## config.mk

```make
export PLATFORM = sky130hd
export DESIGN_NAME = vdma_engine
export DESIGN_NICKNAME = d
export VERILOG_FILES = /design/src/rtl/vdma_pkg.sv /design/src/rtl/vdma_regs.sv /design/src/rtl/vdma_mover.sv /design/src/rtl/vdma_engine.sv
export SDC_FILE = /design/constraint.sdc
export NUM_CORES = 1
export LEC_CHECK = 0
export ABC_AREA = 0
export ABC_CLOCK_PERIOD_IN_PS = 2200
export BUFFER_PORTS_ARGS = -buffer_cell sky130_fd_sc_hd__buf_2
export CAP_MARGIN = 10
export CORE_ASPECT_RATIO = 1.1
export CORE_MARGIN = 2
export CORE_UTILIZATION = 50
export CTS_BUF_LIST = sky130_fd_sc_hd__clkbuf_4 sky130_fd_sc_hd__clkbuf_8
export CTS_CLUSTER_DIAMETER = 40
export DETAILED_ROUTE_END_ITERATION = 10
export GPL_ROUTABILITY_DRIVEN = 0
export PLACE_DENSITY = 0.78
export REMOVE_ABC_BUFFERS = 1
export SLEW_MARGIN = 20
export SYNTH_ARGS = -nofsm -noshare
export SYNTH_HDL_FRONTEND = slang
export SYNTH_SLANG_ARGS = --single-unit
export TNS_END_PERCENT = 30
```

## constraint.sdc

```tcl
create_clock -name clk -period 2.2 [get_ports clk]
set_input_delay 0.22 -clock clk [delete_from_list [all_inputs] [get_ports clk]]
set_output_delay 0.22 -clock clk [all_outputs]
set_load 0.02 [all_outputs]
```

## src/rtl/vdma_pkg.sv

```systemverilog
package vdma_pkg;
  localparam int VD_LEN_W     = 7;
  localparam int VD_CHUNK_LOG = 4;
  localparam int VD_CNT_W     = VD_LEN_W + VD_CHUNK_LOG + 1;
  localparam int VD_WIN_W     = 13;
  localparam logic [2:0] VD_WIN_TOP = 3'b100;
  localparam int VD_NREGS     = 5;

  function automatic logic [15:0] fn_src_align(input logic [7:0] hi, input logic [7:0] lo);
    return {hi, lo[7:VD_CHUNK_LOG], {VD_CHUNK_LOG{1'b0}}};
  endfunction

  function automatic logic fn_src_in_window(input logic [15:0] a);
    return a[15:VD_WIN_W] == VD_WIN_TOP;
  endfunction

  function automatic logic [VD_WIN_W-1:0] fn_dst_offset(input logic [7:0] hi, input logic [7:0] lo);
    logic [15:0] raw;
    raw = {hi, lo};
    return {raw[VD_WIN_W-1:VD_CHUNK_LOG], {VD_CHUNK_LOG{1'b0}}};
  endfunction

  function automatic logic [VD_CNT_W-1:0] fn_len_bytes(input logic [VD_LEN_W-1:0] n);
    logic [VD_CNT_W-1:0] units;
    units = VD_CNT_W'(n) + 1'b1;
    return units << VD_CHUNK_LOG;
  endfunction
endpackage

```

## src/rtl/vdma_regs.sv

```systemverilog
module vdma_regs
  import vdma_pkg::*;
(
  input  logic                clk,
  input  logic                rst_n,
  input  logic                cpu_we,
  input  logic [2:0]          cpu_sel,
  input  logic [7:0]          cpu_wdata,
  input  logic                wb_en,
  input  logic [15:0]         wb_src,
  input  logic [VD_WIN_W-1:0] wb_dst,
  input  logic                len_we,
  input  logic [7:0]          len_val,
  output logic [7:0]          src_hi,
  output logic [7:0]          src_lo,
  output logic [7:0]          dst_hi,
  output logic [7:0]          dst_lo,
  output logic [7:0]          len_q,
  output logic [7:0]          rdata
);
  logic [7:0] areg [4];
  logic [7:0] wb_byte [4];

  always_comb begin
    wb_byte[0] = wb_src[15:8];
    wb_byte[1] = wb_src[7:0];
    wb_byte[2] = 8'({VD_WIN_TOP, wb_dst[VD_WIN_W-1:8]});
    wb_byte[3] = wb_dst[7:0];
  end

  for (genvar i = 0; i < 4; i++) begin : g_addr
    always_ff @(posedge clk or negedge rst_n) begin
      if (!rst_n)                                  areg[i] <= 8'h00;
      else if (wb_en)                              areg[i] <= wb_byte[i];
      else if (cpu_we && cpu_sel == 3'(i))         areg[i] <= cpu_wdata;
    end
  end

  always_ff @(posedge clk or negedge rst_n) begin
    if (!rst_n)      len_q <= 8'hFF;
    else if (len_we) len_q <= len_val;
  end

  assign src_hi = areg[0];
  assign src_lo = areg[1];
  assign dst_hi = areg[2];
  assign dst_lo = areg[3];

  always_comb begin
    if (cpu_sel < 3'd4)                      rdata = areg[cpu_sel[1:0]];
    else if (cpu_sel == 3'(VD_NREGS - 1))    rdata = len_q;
    else                                     rdata = 8'hFF;
  end

  p_writeback_r6: assert property (@(posedge clk) disable iff (!rst_n)
    wb_en |=> (src_hi == $past(wb_src[15:8]) && dst_lo == $past(wb_dst[7:0])));
endmodule

```

## src/rtl/vdma_mover.sv

```systemverilog
module vdma_mover
  import vdma_pkg::*;
#(
  parameter int CNT_W = VD_CNT_W
)(
  input  logic                clk,
  input  logic                rst_n,
  input  logic                load,
  input  logic [15:0]         ld_src,
  input  logic [VD_WIN_W-1:0] ld_dst,
  input  logic                go,
  input  logic [CNT_W-1:0]    go_bytes,
  input  logic [7:0]          mem_rdata,
  output logic                busy,
  output logic                done,
  output logic [15:0]         cur_src,
  output logic [VD_WIN_W-1:0] cur_dst,
  output logic                mem_rd_en,
  output logic                mem_wr_en,
  output logic [15:0]         mem_addr,
  output logic [7:0]          mem_wdata
);
  logic             phase;
  logic [CNT_W-1:0] left;
  logic             last_byte;

  assign last_byte = busy && phase && (left == CNT_W'(1));

  always_ff @(posedge clk or negedge rst_n) begin
    if (!rst_n) begin
      busy <= 1'b0; done <= 1'b0; phase <= 1'b0; left <= '0;
      cur_src <= '0; cur_dst <= '0;
    end else begin
      done <= last_byte;
      if (load) begin
        cur_src <= ld_src;
        cur_dst <= ld_dst;
      end
      if (go) begin
        busy  <= 1'b1;
        left  <= go_bytes;
        phase <= 1'b0;
      end else if (busy) begin
        phase <= ~phase;
        if (phase) begin
          cur_src <= cur_src + 16'd1;
          cur_dst <= cur_dst + 1'b1;
          left    <= left - 1'b1;
          if (last_byte) busy <= 1'b0;
        end
      end
    end
  end

  assign mem_rd_en = busy && !phase;
  assign mem_wr_en = busy && phase;
  assign mem_addr  = phase ? {VD_WIN_TOP, cur_dst} : cur_src;
  assign mem_wdata = mem_rdata;

  p_wr_follows_rd_r5: assert property (@(posedge clk) disable iff (!rst_n)
    mem_rd_en |=> mem_wr_en);
  p_rd_before_wr_r5: assert property (@(posedge clk) disable iff (!rst_n)
    mem_wr_en |-> $past(mem_rd_en));
  p_dst_window_r3: assert property (@(posedge clk) disable iff (!rst_n)
    mem_wr_en |-> mem_addr[15:VD_WIN_W] == VD_WIN_TOP);
  p_done_after_wr_r5: assert property (@(posedge clk) disable iff (!rst_n)
    done |-> ($past(mem_wr_en) && !busy));
  p_go_nonzero_r4: assert property (@(posedge clk) disable iff (!rst_n)
    go |-> (go_bytes != '0 && !busy));
endmodule

```

## src/rtl/vdma_engine.sv

```systemverilog
module vdma_engine
  import vdma_pkg::*;
#(
  parameter int LEN_W     = VD_LEN_W,
  parameter int CHUNK_LOG = VD_CHUNK_LOG
)(
  input  logic        clk,
  input  logic        rst_n,
  input  logic [2:0]  reg_sel,
  input  logic        reg_wr,
  input  logic [7:0]  reg_wdata,
  output logic [7:0]  reg_rdata,
  input  logic        hblank,
  output logic        cpu_stall,
  output logic        mem_rd_en,
  output logic        mem_wr_en,
  output logic [15:0] mem_addr,
  output logic [7:0]  mem_wdata,
  input  logic [7:0]  mem_rdata
);
  localparam int CNT_W = LEN_W + CHUNK_LOG + 1;

  logic [7:0] src_hi, src_lo, dst_hi, dst_lo, len_q;
  logic mover_busy, mover_done;
  logic [15:0] cur_src;
  logic [VD_WIN_W-1:0] cur_dst;
  logic armed, run_is_gen, hb_prev;

  // named events for the checks
  logic accept, cfg_wr, src_bad, start_wr, mode_blank;
  logic gen_go, arm_go, cancel, hb_rise, chunk_go, go;
  logic [15:0] src_al;
  logic [CNT_W-1:0] go_bytes;
  logic len_we;
  logic [7:0] len_val;
  logic [LEN_W-1:0] n_field;

  assign cpu_stall  = mover_busy | mover_done;
  assign accept     = reg_wr & ~cpu_stall;
  assign cfg_wr     = accept && reg_sel == 3'(VD_NREGS - 1);
  assign src_al     = fn_src_align(src_hi, src_lo);
  assign src_bad    = fn_src_in_window(src_al);
  assign start_wr   = cfg_wr & ~src_bad;
  assign mode_blank = reg_wdata[7];
  assign n_field    = reg_wdata[LEN_W-1:0];
  assign gen_go     = start_wr & ~mode_blank & ~armed;
  assign cancel     = start_wr & ~mode_blank & armed;
  assign arm_go     = start_wr & mode_blank;
  assign hb_rise    = hblank & ~hb_prev;
  assign chunk_go   = armed & hb_rise & ~cpu_stall & ~accept;
  assign go         = gen_go | chunk_go;
  assign go_bytes   = gen_go ? fn_len_bytes(n_field) : CNT_W'(1 << CHUNK_LOG);

  always_comb begin
    len_we  = 1'b1;
    len_val = len_q;
    if (gen_go || arm_go)          len_val = {1'b0, n_field};
    else if (cancel)               len_val = {1'b1, n_field};
    else if (mover_done && run_is_gen) len_val = {1'b1, len_q[6:0]};
    else if (mover_done)           len_val = len_q - 8'd1;
    else                           len_we  = 1'b0;
  end

  always_ff @(posedge clk or negedge rst_n) begin
    if (!rst_n) begin
      armed <= 1'b0; run_is_gen <= 1'b0; hb_prev <= 1'b0;
    end else begin
      hb_prev <= hblank;
      if (gen_go)        run_is_gen <= 1'b1;
      else if (chunk_go) run_is_gen <= 1'b0;
      if (arm_go)        armed <= 1'b1;
      else if (cancel)   armed <= 1'b0;
      else if (mover_done && !run_is_gen && len_q == 8'h00) armed <= 1'b0;
    end
  end

  vdma_regs u_regs (
    .clk(clk), .rst_n(rst_n),
    .cpu_we(accept), .cpu_sel(reg_sel), .cpu_wdata(reg_wdata),
    .wb_en(mover_done), .wb_src(cur_src), .wb_dst(cur_dst),
    .len_we(len_we), .len_val(len_val),
    .src_hi(src_hi), .src_lo(src_lo), .dst_hi(dst_hi), .dst_lo(dst_lo),
    .len_q(len_q), .rdata(reg_rdata)
  );

  vdma_mover #(.CNT_W(CNT_W)) u_mover (
    .clk(clk), .rst_n(rst_n),
    .load(gen_go | arm_go), .ld_src(src_al),
    .ld_dst(fn_dst_offset(dst_hi, dst_lo)),
    .go(go), .go_bytes(go_bytes), .mem_rdata(mem_rdata),
    .busy(mover_busy), .done(mover_done),
    .cur_src(cur_src), .cur_dst(cur_dst),
    .mem_rd_en(mem_rd_en), .mem_wr_en(mem_wr_en),
    .mem_addr(mem_addr), .mem_wdata(mem_wdata)
  );

  p_reject_vram_r2: assert property (@(posedge clk) disable iff (!rst_n)
    (cfg_wr && src_bad) |=> (!mover_busy && $stable(len_q)));
  p_stall_covers_r5: assert property (@(posedge clk) disable iff (!rst_n)
    (mem_rd_en || mem_wr_en) |-> cpu_stall);
  p_armed_count_r9: assert property (@(posedge clk) disable iff (!rst_n)
    armed |-> !len_q[7]);
  p_gen_flag_r7: assert property (@(posedge clk) disable iff (!rst_n)
    (mover_done && run_is_gen) |=> len_q[7]);
  p_cancel_r10: assert property (@(posedge clk) disable iff (!rst_n)
    cancel |=> (!armed && !mover_busy));
  p_no_write_stalled_r12: assert property (@(posedge clk) disable iff (!rst_n)
    (reg_wr && cpu_stall && !mover_done) |=> $stable(src_hi));
endmodule

```

==> impl_results.md <==
- Pint: approximately 2.8 mW
- Worst-Margin Slew: between 500 and 600 ps
- Post-Route WL: 16.2 mm
- Nets: 695
- Syn Std Cell Area: ~0.0056 mm^2
- Clock root buffer: clkbuf_8
- Initial Util: 0.511
- Synth async-reset ratio: 1.00
- Routed vias: approximately 5200
- Worst EP required: 2480 ps
- Synth Area per Inst: 8.75 um^2
- Maximum Capacitance Violations: 0
- Synth Area in XOR/XNOR: 0.0189
- Clock skew: about 11 ps
- Share of the yosys chip area belonging to registers: 0.394
- Worst-path fanout max: 18
- Post-route ant nets: 0
- Clock Tree Buf Depth: 2
- Clock sinks: between 80 and 90
- Filler Cells Inserted: 970
- PortBufs: 41
- Antenna Cells: 0
- Post-synthesis adder-cell area fraction: 0.0158
- Total track usage: 0.280
- Synthesis-to-layout area growth: 11.1%
- CTS clk-pin slew, worst paths: ~90 ps
- Fmax: around 480 MHz
- Drt drc: 0
- Pins Over Slew Limit: 0
- CTS tree: yes
- CP endpoint kind: flip-flop
- Cell variety after synth: 73
- Comb pwr share: 0.213
- Arrival time at the worst endpoint: around 2400 ps
- WL per Instance: around 20 um
- Largest family of logic cells by synthesized area: simple AND/OR/NAND/NOR gates
- Detailed Place HPWL: around 11 mm
- Peak VDD IR: a little under 0.7 mV
- FF/Latch Area: about 0.0022 mm^2
- Area of the multi-input gates: between 0.002 and 0.003 mm^2
- First-pass GRT wire length: 26.4 mm
- Hold WC Path Type: primary input to flip-flop
- Area of the core: between 0.01 and 0.015 mm^2
- Starting DRT DRC Count: ~440
- Critical path class: flip-flop to flip-flop
- # IOs: slightly below 60
- Final setup violating endpoints: 0
- Fin area: roughly 0.006 mm^2
- EDFF count, synth: 0
- Status: finished clean
- Register share of total power: 0.507
- Fin crit share: 0.945
- H-tree depth: 3
- Syn Inst Count: 635
- RSZ-0062 raised after global routing: no
- Vias in the first global route: slightly above 5000
- CTS Buf Count: 9
- Largest net degree at the start of global routing: 60
- Sw Share: 0.356
- P_leak: approximately 2.5 nW
- #FFs+latches synth: 87
- Area after DPL: approximately 0.0059 mm^2
- Worst rel slew slack: 0.609
- Net Switching: 1.52 mW
- Synth Area in Compound Gates: 0.203
- Die height: 115 um
- Drt pass-1 iters: 5
- Vias/cell: ~6.4
- Die W: 104 um
- Initial antenna violation count: 0
- Number of synthesis warnings: 0
- Fin util: 0.568
- Row count: 40
- Mux cell area share after synthesis: 0.0556
- Power Density: ~690 mW/mm^2
- CP startpoint kind: flip-flop
- Period minus WS final: a little over 2000 ps
- GR Overflow Total: 0
- Die ar.: roughly 0.012 mm^2
- Hold Vio Cnt, Final: 0
- Post-Synth Simple-Gate Area: 0.238
- Post-synth top flop: dfrtp_1
- Layout cells sized above 1: 0.207
- Worst-skew pair later-pin latency: 380 ps
- Clock share of power: 0.280
per-stage QoR:
stage	hold WS, ps	setup TNS (ps)	setup slack, ps	instances	power (mW)
finish	164	0	121	817	4.28
global route	170	0	14.0	817	4.49
CTS	149	0	70.5	817	4.29
detailed placement	227	0	76.3	799	3.09
global placement	226	0	192	799	3.05
floorplan	-75.6	-37110	-864	580	2.65
placed cells by master, fill, tap and decap left out, types with 6 or more instances in the layout:
cell      instances
nor4_1           10
a221o_1           9
nand2_1         102
ha_1              7
dfstp_2           8
o21ai_0          26
a31oi_1          10
and3_1            6
clkbuf_8         11
a21oi_1          14
dfrtp_1          78
nand4_1           7
o311ai_0         27
nor3_1           18
mux2_2           19
nor2_1           43
a211oi_1         10
xnor2_1           8
inv_1            39
buf_4            30
nand3_1          23
buf_2            40
registers in the layout, indices dropped and copies added (netlist names), 8 cells and up:
| signal | flops |
|---|---|
| u_regs.dst_hi | 8 |
| u_mover.left | 12 |
| u_regs.src_lo | 8 |
| u_regs.len_q | 8 |
| u_regs.src_hi | 8 |
| u_regs.dst_lo | 8 |
| u_mover.cur_src | 16 |
| u_mover.cur_dst | 13 |
final cells by class:
class | instances | share of cell area
Multi-Input combinational cell | 454 | 0.479
Sequential cell | 87 | 0.355
Timing Repair Buffer | 74 | 0.0787
Tap cell | 147 | 0.0298
Clock buffer | 11 | 0.0245
Inverter | 39 | 0.0237
Clock inverter | 5 | 0.00913
Yosys cell counts (all sizes together), types with 6 or more instances:
cell / number / share of area
dfrtp: 79 / 0.36
nand2: 103 / 0.070
xnor2: 8 / 0.013
clkbuf: 35 / 0.024
and3: 6 / 0.0068
o21ai: 30 / 0.027
nor3b: 6 / 0.0090
nand4: 7 / 0.0079
a211oi: 12 / 0.018
ha: 7 / 0.016
a21oi: 14 / 0.013
a221o: 9 / 0.016
dfstp: 8 / 0.038
nor3: 20 / 0.019
a31oi: 10 / 0.011
inv: 39 / 0.026
nand3: 23 / 0.021
nor2: 43 / 0.029
buf: 20 / 0.025
nor4: 16 / 0.028
mux2: 19 / 0.039
o311ai: 28 / 0.044
cells by family (layout without fill, tap and decap cells):
kind of cell | after synthesis | after routing
adder cells (fa/ha/maj) | 7 | 7
XOR/XNOR | 12 | 12
multiplexers | 26 | 26
AND/OR/NAND/NOR | 259 | 259
buffers and inverters | 94 | 129
flip-flops | 87 | 87
AO/OA/AOI/OAI | 150 | 150
final timing paths:
| check | cells after the start | start | slack [ps] | end |
|---|---|---|---|---|
| worst min-delay path | 3 | reg_wdata[5] | 160 | u_regs.len_q[5] |
| max in group asynchronous | 3 | rst_n | 1150 | u_regs.len_q[2] |
| worst max-delay path | 6 | u_mover.done | 120 | u_mover.cur_src[12] |
| min in group asynchronous | 2 | rst_n | 360 | u_regs.dst_hi[6] |
| worst min register to register | 2 | u_regs.len_q[2] | 520 | u_regs.len_q[2] |
| worst max register to register | 6 | u_mover.done | 120 | u_mover.cur_src[12] |
worst max-delay path, stage by stage (launching register included):
cell	delay, ps
dfrtp_2	410
or3b_1	500
buf_4	230
nor4_4	320
buf_12	200
nor3_1	60
nor4_1	250
power by group through the flow:
stage               clock [mW]  combinational, mW  sequential [mW]
floorplan                    0              0.583             2.06
global placement             0              0.877             2.17
detailed placement           0              0.905             2.19
CTS                       1.22              0.913             2.16
global route              1.27               1.01             2.21
finish                    1.20              0.913             2.17
routing by layer:
metal / vias to the layer above / GRT usage / wire (um)
met1: 2535 / 0.355 / 6430
met4: 0 / 0.162 / 710
li1: 2377 / - / -
met3: 53 / 0.0472 / 1340
met2: 280 / 0.456 / 7740
met5: - / 0 / 0
repair_timing:
| action | CTS | global route |
|---|---|---|
| hold buffers | 2 | 0 |
| setup buffers | 0 | 0 |
| endpoints found under the hold margin | 32 | 0 |
| endpoints found under the setup margin | 0 | 5 |
| gates resized for setup | 0 | 1 |
Power figures use the tool's default switching activity.
